==> config.mk <==
export PLATFORM = sky130hd
export DESIGN_NAME = signed_addshift_mul
export DESIGN_NICKNAME = d
export VERILOG_FILES = /design/src/rtl/signed_addshift_mul.sv
export SDC_FILE = /design/constraint.sdc
export NUM_CORES = 1
export LEC_CHECK = 0
export ABC_AREA = 1
export BUFFER_PORTS_ARGS = -buffer_cell sky130_fd_sc_hd__buf_2
export CAP_MARGIN = 20
export CORE_UTILIZATION = 55
export CTS_BUF_LIST = sky130_fd_sc_hd__clkbuf_2 sky130_fd_sc_hd__clkbuf_4 sky130_fd_sc_hd__clkbuf_8
export DETAILED_ROUTE_END_ITERATION = 10
export PLACE_DENSITY = 0.77
export SLEW_MARGIN = 20
export SYNTH_ARGS = -nofsm -noshare
export SYNTH_HDL_FRONTEND = slang
export SYNTH_SLANG_ARGS = --single-unit
==> constraint.sdc <==
create_clock -name clk -period 2.42 [get_ports clk]
set_input_delay 0.484 -clock clk [delete_from_list [all_inputs] [get_ports clk]]
set_output_delay 0.484 -clock clk [all_outputs]
set_load 0.01 [all_outputs]
==> src/rtl/signed_addshift_mul.sv <==
module signed_addshift_mul #(
  parameter int W = 4
) (
  input  logic           clk,
  input  logic           rst,
  input  logic           start,
  input  logic [W-1:0]   mcand,
  input  logic [W-1:0]   mplier,
  output logic [2*W-1:0] product,
  output logic           done
);
  localparam int CW = (W > 1) ? $clog2(W) : 1;

  logic                busy;
  logic [CW-1:0]       cnt;
  logic signed [W:0]   hi;
  logic [W-1:0]        lo;
  logic [W-1:0]        mreg;

  wire               last   = (cnt == CW'(W - 1));
  wire signed [W:0]  mext   = {mreg[W-1], mreg};
  wire signed [W:0]  addend = lo[0] ? (last ? -mext : mext) : '0;
  wire signed [W:0]  sum    = hi + addend;

  assign product = {hi[W-1:0], lo};

  always_ff @(posedge clk) begin
    if (rst) begin
      busy <= 1'b0;
      cnt  <= '0;
      hi   <= '0;
      lo   <= '0;
      mreg <= '0;
      done <= 1'b0;
    end else begin
      done <= 1'b0;
      if (!busy) begin
        if (start) begin
          busy <= 1'b1;
          cnt  <= '0;
          hi   <= '0;
          lo   <= mplier;
          mreg <= mcand;
        end
      end else begin
        // sum stored one place right: add and arithmetic shift in one cycle
        hi  <= {sum[W], sum[W:1]};
        lo  <= {sum[0], lo[W-1:1]};
        cnt <= cnt + CW'(1);
        if (last) begin
          busy <= 1'b0;
          done <= 1'b1;
        end
      end
    end
  end

  assert_accept_R5: assert property (@(posedge clk) disable iff (rst)
    (start && !busy) |=> busy);
  assert_run_length_R5: assert property (@(posedge clk) disable iff (rst)
    (busy && !last) |=> (busy && !done));
  assert_done_pulse_R6: assert property (@(posedge clk) disable iff (rst)
    done |=> !done);
  assert_done_idle_R6: assert property (@(posedge clk) disable iff (rst)
    done |-> !busy);
  assert_ignore_start_R7: assert property (@(posedge clk) disable iff (rst)
    busy |=> $stable(mreg));
  assert_hold_product_R8: assert property (@(posedge clk) disable iff (rst)
    (!busy && !start) |=> $stable(product));
endmodule

==> impl_metrics.csv, run 1 <==
group,metric,value,unit
finish,regArea,320,µm²
floorplan,fp.dieW,42.2,µm
clocking,post_cts_resized,0,
worst_hold_path,hold_class,"primary input to flip-flop",
synthesis,synthesis.nets,139,
synthesis,synth.area.top_cells,"dfxtp_1 (36%), nand2_1 (14%), ha_1 (8.5%), a21oi_1 (7.9%), inv_1 (6.8%)",
floorplan,die_h,42.2,µm
drt,firstDrtPassIters,4,
placement,pre_cts_slack,366,ps
drt,vias_per_cell,5.20,
timing,grt_setup_unrepaired,"false",
setup_path,path_cells,"ha_1, inv_1, o21ai_0, a21oi_1, fa_1, nand2_1, nand2_1, a21o_1, nand3_2, nand3_2, a21oi_2",
clocking,clkSinkCount,16,
global_routing,antenna_found_initial,0,
timing,tns,0,ps
floorplan,rows,14,
clocking,cts_made_buffers,3,
setup_path,required,2660,ps
drt,wl_per_cell,11.2,µm
global_routing,grt_usage,0.224,
timing,setup_ws,334,ps
timing,maxSlewHeadroom,0.548,
setup_path,start_kind,"flip-flop",
power,combinationalPowerShare,0.125,
timing,hold_violations,0,
synthesis,synth-seq-cells,16,
timing,fin_crit_sh,0.862,
timing,holdWs,435,ps
timing,worst_pin_slew,676,ps
power,switching_share,0.270,
floorplan,ios,20,
finish,final_cell_mix,"nand2_1 (32), buf_2 (19), inv_1 (16), dfxtp_1 (16), a21oi_1 (14)",
placement,dp_hpwl,1.37,mm
synthesis,postSynthAreaPerCell,7.34,µm²
power,p_switching,146,µW
placement,portBuffers,19,
placement,globalplace.congestion,0.812,
clocking,cts_tree,"done",
setup_path,max_stage_delay,440,ps
clocking,htreeDepth,1,
finish,n_antenna_cell,0,
timing,fin_crit,2090,ps
clocking,cts_buffer_depth,2,
synthesis,netlist_area,888,µm²
clocking,cts-root-buf,"clkbuf_4",
finish,syn2layout_area_growth,14.4,%
global_routing,grt_pass1_wl,3.04,mm
power,clkPwrFrac,0.341,
clocking,insertion_delay,300,ps
floorplan,dieArea,1780,µm²
placement,dp.cells,153,
synthesis,synth_cells,121,
synthesis,yosysSeqAreaShare,0.361,
setup_path,critPathKind,"flip-flop to flip-flop",
job,max-cap-violations,0,
synthesis,synth.distinct_cells,19,
power,seqPwrFrac,0.534,
setup_path,cp-end-kind,"flip-flop",
global_routing,gr-total-overflow,0,
drt,drcViolationCount,0,
synthesis,yosys.area.top_type,"dfxtp_1",
timing,fin_skew,5.46,ps
power,p_leak,0.552,nW
global_routing,grt_max_degree,12,
power,powerDensity,532,nW/µm²
setup_path,critPathTopFamily,"adder cells",
setup_path,cp.arrival,2330,ps
setup_path,cp_num_buf_inv,1,
timing,setup_viol,0,
timing,drv_slew,0,
finish,multi_input_area,484,µm²
finish,nets,160,
finish,final_common_cell,"nand2_1",
finish,fillers,139,
clocking,cts_hold_buf,0,
power,ir_worst_vdd,0.000409,V
global_routing,grt_pass1_vias,743,
run_status,outcome,"complete, no violations",
synthesis,ys_warn_count,0,
timing,max_clock_freq,0.479,GHz
drt,vias,817,
finish,fin_cells,157,
clocking,clk_pin_slew,90,ps
synthesis,synth_top_cell_area_share,0.361,
setup_path,worst_path_max_delay_cell,"fa_1",
power,power.internal,394,µW
floorplan,start_util,0.590,
power,p_total,540,µW
clocking,cts_setup_buffers,0,
drt,final_antenna_net_count,0,
floorplan,core,1510,µm²
drt,drt_iter0_markers,9,
setup_path,cp_max_fo,5,
finish,drive_gt1_frac,0.213,
drt,wl,1.76,mm
Yosys cell counts (all sizes together):
cell type / instances
dfxtp: 16
a21o: 1
nand3: 9
fa: 1
nand2: 33
buf: 3
a21boi: 1
a21oi: 15
o21ai: 9
nor2: 6
a22oi: 3
ha: 6
inv: 16
nor3: 2
state kept, by name, indices dropped and copies added (netlist names):
signal	flops
busy	1
cnt	2
done	1
hi	4
lo	4
mreg	4
worst register-to-register path: stages, from the launching register on:
cell	delay [ps]
dfxtp_1	370
ha_1	260
inv_1	100
o21ai_0	160
a21oi_1	100
fa_1	440
nand2_1	90
nand2_1	70
a21o_1	170
nand3_2	70
nand3_2	70
a21oi_2	110
worst paths after layout:
| path | from | end | slack (ps) | cells after the start |
|---|---|---|---|---|
| max reg2reg | cnt[0] | hi[3] | 330 | 11 |
| min | rst | hi[3] | 430 | 2 |
| min reg2reg | cnt[1] | cnt[1] | 490 | 2 |
| max | cnt[0] | hi[3] | 330 | 11 |
cell families after synthesis:
| logic type | after synthesis | synth area share |
|---|---|---|
| AO/OA/AOI/OAI | 29 | 0.186 |
| buffers and inverters | 19 | 0.0944 |
| flip-flops | 16 | 0.361 |
| adder cells (fa/ha/maj) | 7 | 0.107 |
| AND/OR/NAND/NOR | 50 | 0.252 |
area by class of cell:
cell class                 instances  area share
timing repair buffer              19      0.0936
multi-input combinational         86       0.477
tap                               16      0.0197
inverter                          16      0.0591
sequential                        16       0.315
clock buffer                       4      0.0357
routing by layer:
layer | global-route usage | up-vias | wire [µm]
met3 | 0.0259 | 3 | 53
met2 | 0.391 | 20 | 885
met4 | 0.113 | 0 | 29
met1 | 0.268 | 358 | 790
met5 | 0 | - | 0
li1 | - | 436 | -
stage by stage:
step | area (µm²) | utilization
6_report | 1020 | 0.674
5_1_grt | 1020 | 0.674
3_3_place_gp | 980 | 0.650
3_5_place_dp | 980 | 0.650
2_1_floorplan | 888 | -
4_1_cts | 1020 | 0.674
power groups by stage:
stage	clock [mW]	sequential, mW	combinational, mW
5_1_grt	0.193	0.291	0.0781
4_1_cts	0.185	0.289	0.0678
6_report	0.184	0.288	0.0673
3_3_place_gp	0	0.294	0.0661
2_1_floorplan	0	0.292	0.0505
3_5_place_dp	0	0.295	0.0675
No activity file was read; power rests on OpenSTA's default activity.
==> run 2, diff against run 1 <==
--- a/config.mk
+++ b/config.mk
@@ -11,7 +11,9 @@
 export CORE_UTILIZATION = 55
 export CTS_BUF_LIST = sky130_fd_sc_hd__clkbuf_2 sky130_fd_sc_hd__clkbuf_4 sky130_fd_sc_hd__clkbuf_8
 export DETAILED_ROUTE_END_ITERATION = 10
+export GPL_TIMING_DRIVEN = 0
 export PLACE_DENSITY = 0.77
+export RECOVER_POWER = 100
 export SLEW_MARGIN = 20
 export SYNTH_ARGS = -nofsm -noshare
 export SYNTH_HDL_FRONTEND = slang
==> run 2 against run 1 <==
  * Worst setup slack got worse by 17 ps
  * Global-route usage decreased by 0.82 points
  * Clock skew fell by 0.64 ps
  * Sequential cell count did not move
==> impl_metrics.csv, run 2 (synthesis gave the netlist of run 1 again) <==
group,metric,value,unit
timing,tns,0,ps
finish,final_cell_mix,"nand2_1 (33), inv_1 (16), dfxtp_1 (16)",
drt,final_antenna_net_count,0,
floorplan,ios,20,
floorplan,rows,14,
floorplan,fp.dieW,42.2,µm
clocking,cts_setup_buffers,0,
power,powerDensity,496,nW/µm²
drt,vias,824,
clocking,clk_pin_slew,90,ps
setup_path,required,2640,ps
global_routing,gr-total-overflow,0,
setup_path,start_kind,"flip-flop",
timing,hold_violations,0,
floorplan,dieArea,1780,µm²
worst_hold_path,hold_class,"primary input to flip-flop",
timing,fin_skew,4.81,ps
job,max-cap-violations,0,
timing,worst_pin_slew,430,ps
drt,drcViolationCount,0,
power,p_leak,0.508,nW
clocking,cts_buffer_depth,2,
finish,fillers,150,
drt,drt_iter0_markers,14,
setup_path,critPathKind,"flip-flop to flip-flop",
finish,syn2layout_area_growth,11.7,%
drt,wl_per_cell,10.7,µm
finish,n_antenna_cell,0,
finish,largestRegisters,"hi (4), lo (4), mreg (4)",
placement,portBuffers,18,
setup_path,cp.arrival,2320,ps
finish,final_common_cell,"nand2_1",
drt,vias_per_cell,5.22,
finish,nets,162,
drt,wl,1.70,mm
timing,fin_crit,2100,ps
clocking,cts_tree,"done",
drt,firstDrtPassIters,3,
clocking,cts-root-buf,"clkbuf_4",
floorplan,core,1510,µm²
global_routing,antenna_found_initial,0,
timing,drv_slew,0,
timing,maxSlewHeadroom,0.713,
timing,setup_viol,0,
placement,globalplace.congestion,0.792,
setup_path,cp_max_fo,5,
run_status,outcome,"complete, no violations",
clocking,htreeDepth,1,
timing,grt_setup_unrepaired,"false",
floorplan,start_util,0.590,
floorplan,die_h,42.2,µm
timing,max_clock_freq,0.475,GHz
finish,final_util,0.659,
clocking,post_cts_resized,0,
timing,fin_crit_sh,0.869,
global_routing,grt_max_degree,11,
placement,dp_hpwl,1.36,mm
setup_path,cp-end-kind,"flip-flop",
global_routing,grt_pass1_vias,714,
global_routing,grt_pass1_wl,2.89,mm
clocking,cts_hold_buf,0,
clocking,clkSinkCount,16,
clocking,cts_made_buffers,3,
finish,drive_gt1_frac,0.127,
global_routing,grt_usage,0.216,
clocking,insertion_delay,290,ps
power,ir_worst_vdd,0.000355,V
-- run 2: worst paths after layout --
check	start	end	slack, ps	cells after the start
hold reg to reg	cnt[1]	cnt[1]	480	2
setup reg to reg	cnt[0]	hi[3]	320	11
hold / removal	rst	hi[1]	460	2
setup / recovery	cnt[0]	hi[3]	320	11
-- run 2: area by class of cell --
| cell class | instances | area [µm²] | share of cell area |
|---|---|---|---|
| Multi-Input combinational cell | 86 | 478 | 0.482 |
| Buffer | 3 | 12.5 | 0.0126 |
| Sequential cell | 16 | 320 | 0.323 |
| Inverter | 16 | 60.1 | 0.0605 |
| Clock buffer | 3 | 22.5 | 0.0227 |
| Tap cell | 16 | 20.0 | 0.0202 |
| Timing Repair Buffer | 18 | 78.8 | 0.0794 |
-- run 2: per-stage QoR --
step	worst slack (ps)	cells	power [mW]	hold slack, ps	instance area, µm²
after floorplan	547	121	0.342	443	888
after global placement	397	155	0.364	453	998
after detailed placement	358	155	0.366	465	998
after CTS	319	158	0.504	450	1020
after global routing	134	158	0.521	456	992
final	317	158	0.492	462	992
-- run 2: per-layer routing --
layer,track usage,routed length (µm),vias up
met2,0.354,804,15
met4,0.131,40,0
met1,0.260,801,365
met3,0.0388,50,4
li1,-,-,440
met5,0,0,-
-- run 2: power by group --
| part | switching [mW] | internal [mW] | leakage, nW |
|---|---|---|---|
| clock | 0.0798 | 0.0578 | 0.0138 |
| sequential | 0.00943 | 0.276 | 0.131 |
| combinational | 0.0430 | 0.0264 | 0.364 |
-- run 2: worst max-delay path, stage by stage (launching register included) --
cell     delay [ps]
dfxtp_1         360
ha_1            270
inv_1           110
o21ai_0         150
a21oi_1         100
fa_1            450
nand2_1         100
nand2_1          60
a21o_1          160
nand3_2          70
nand3_2          70
a21oi_1         130
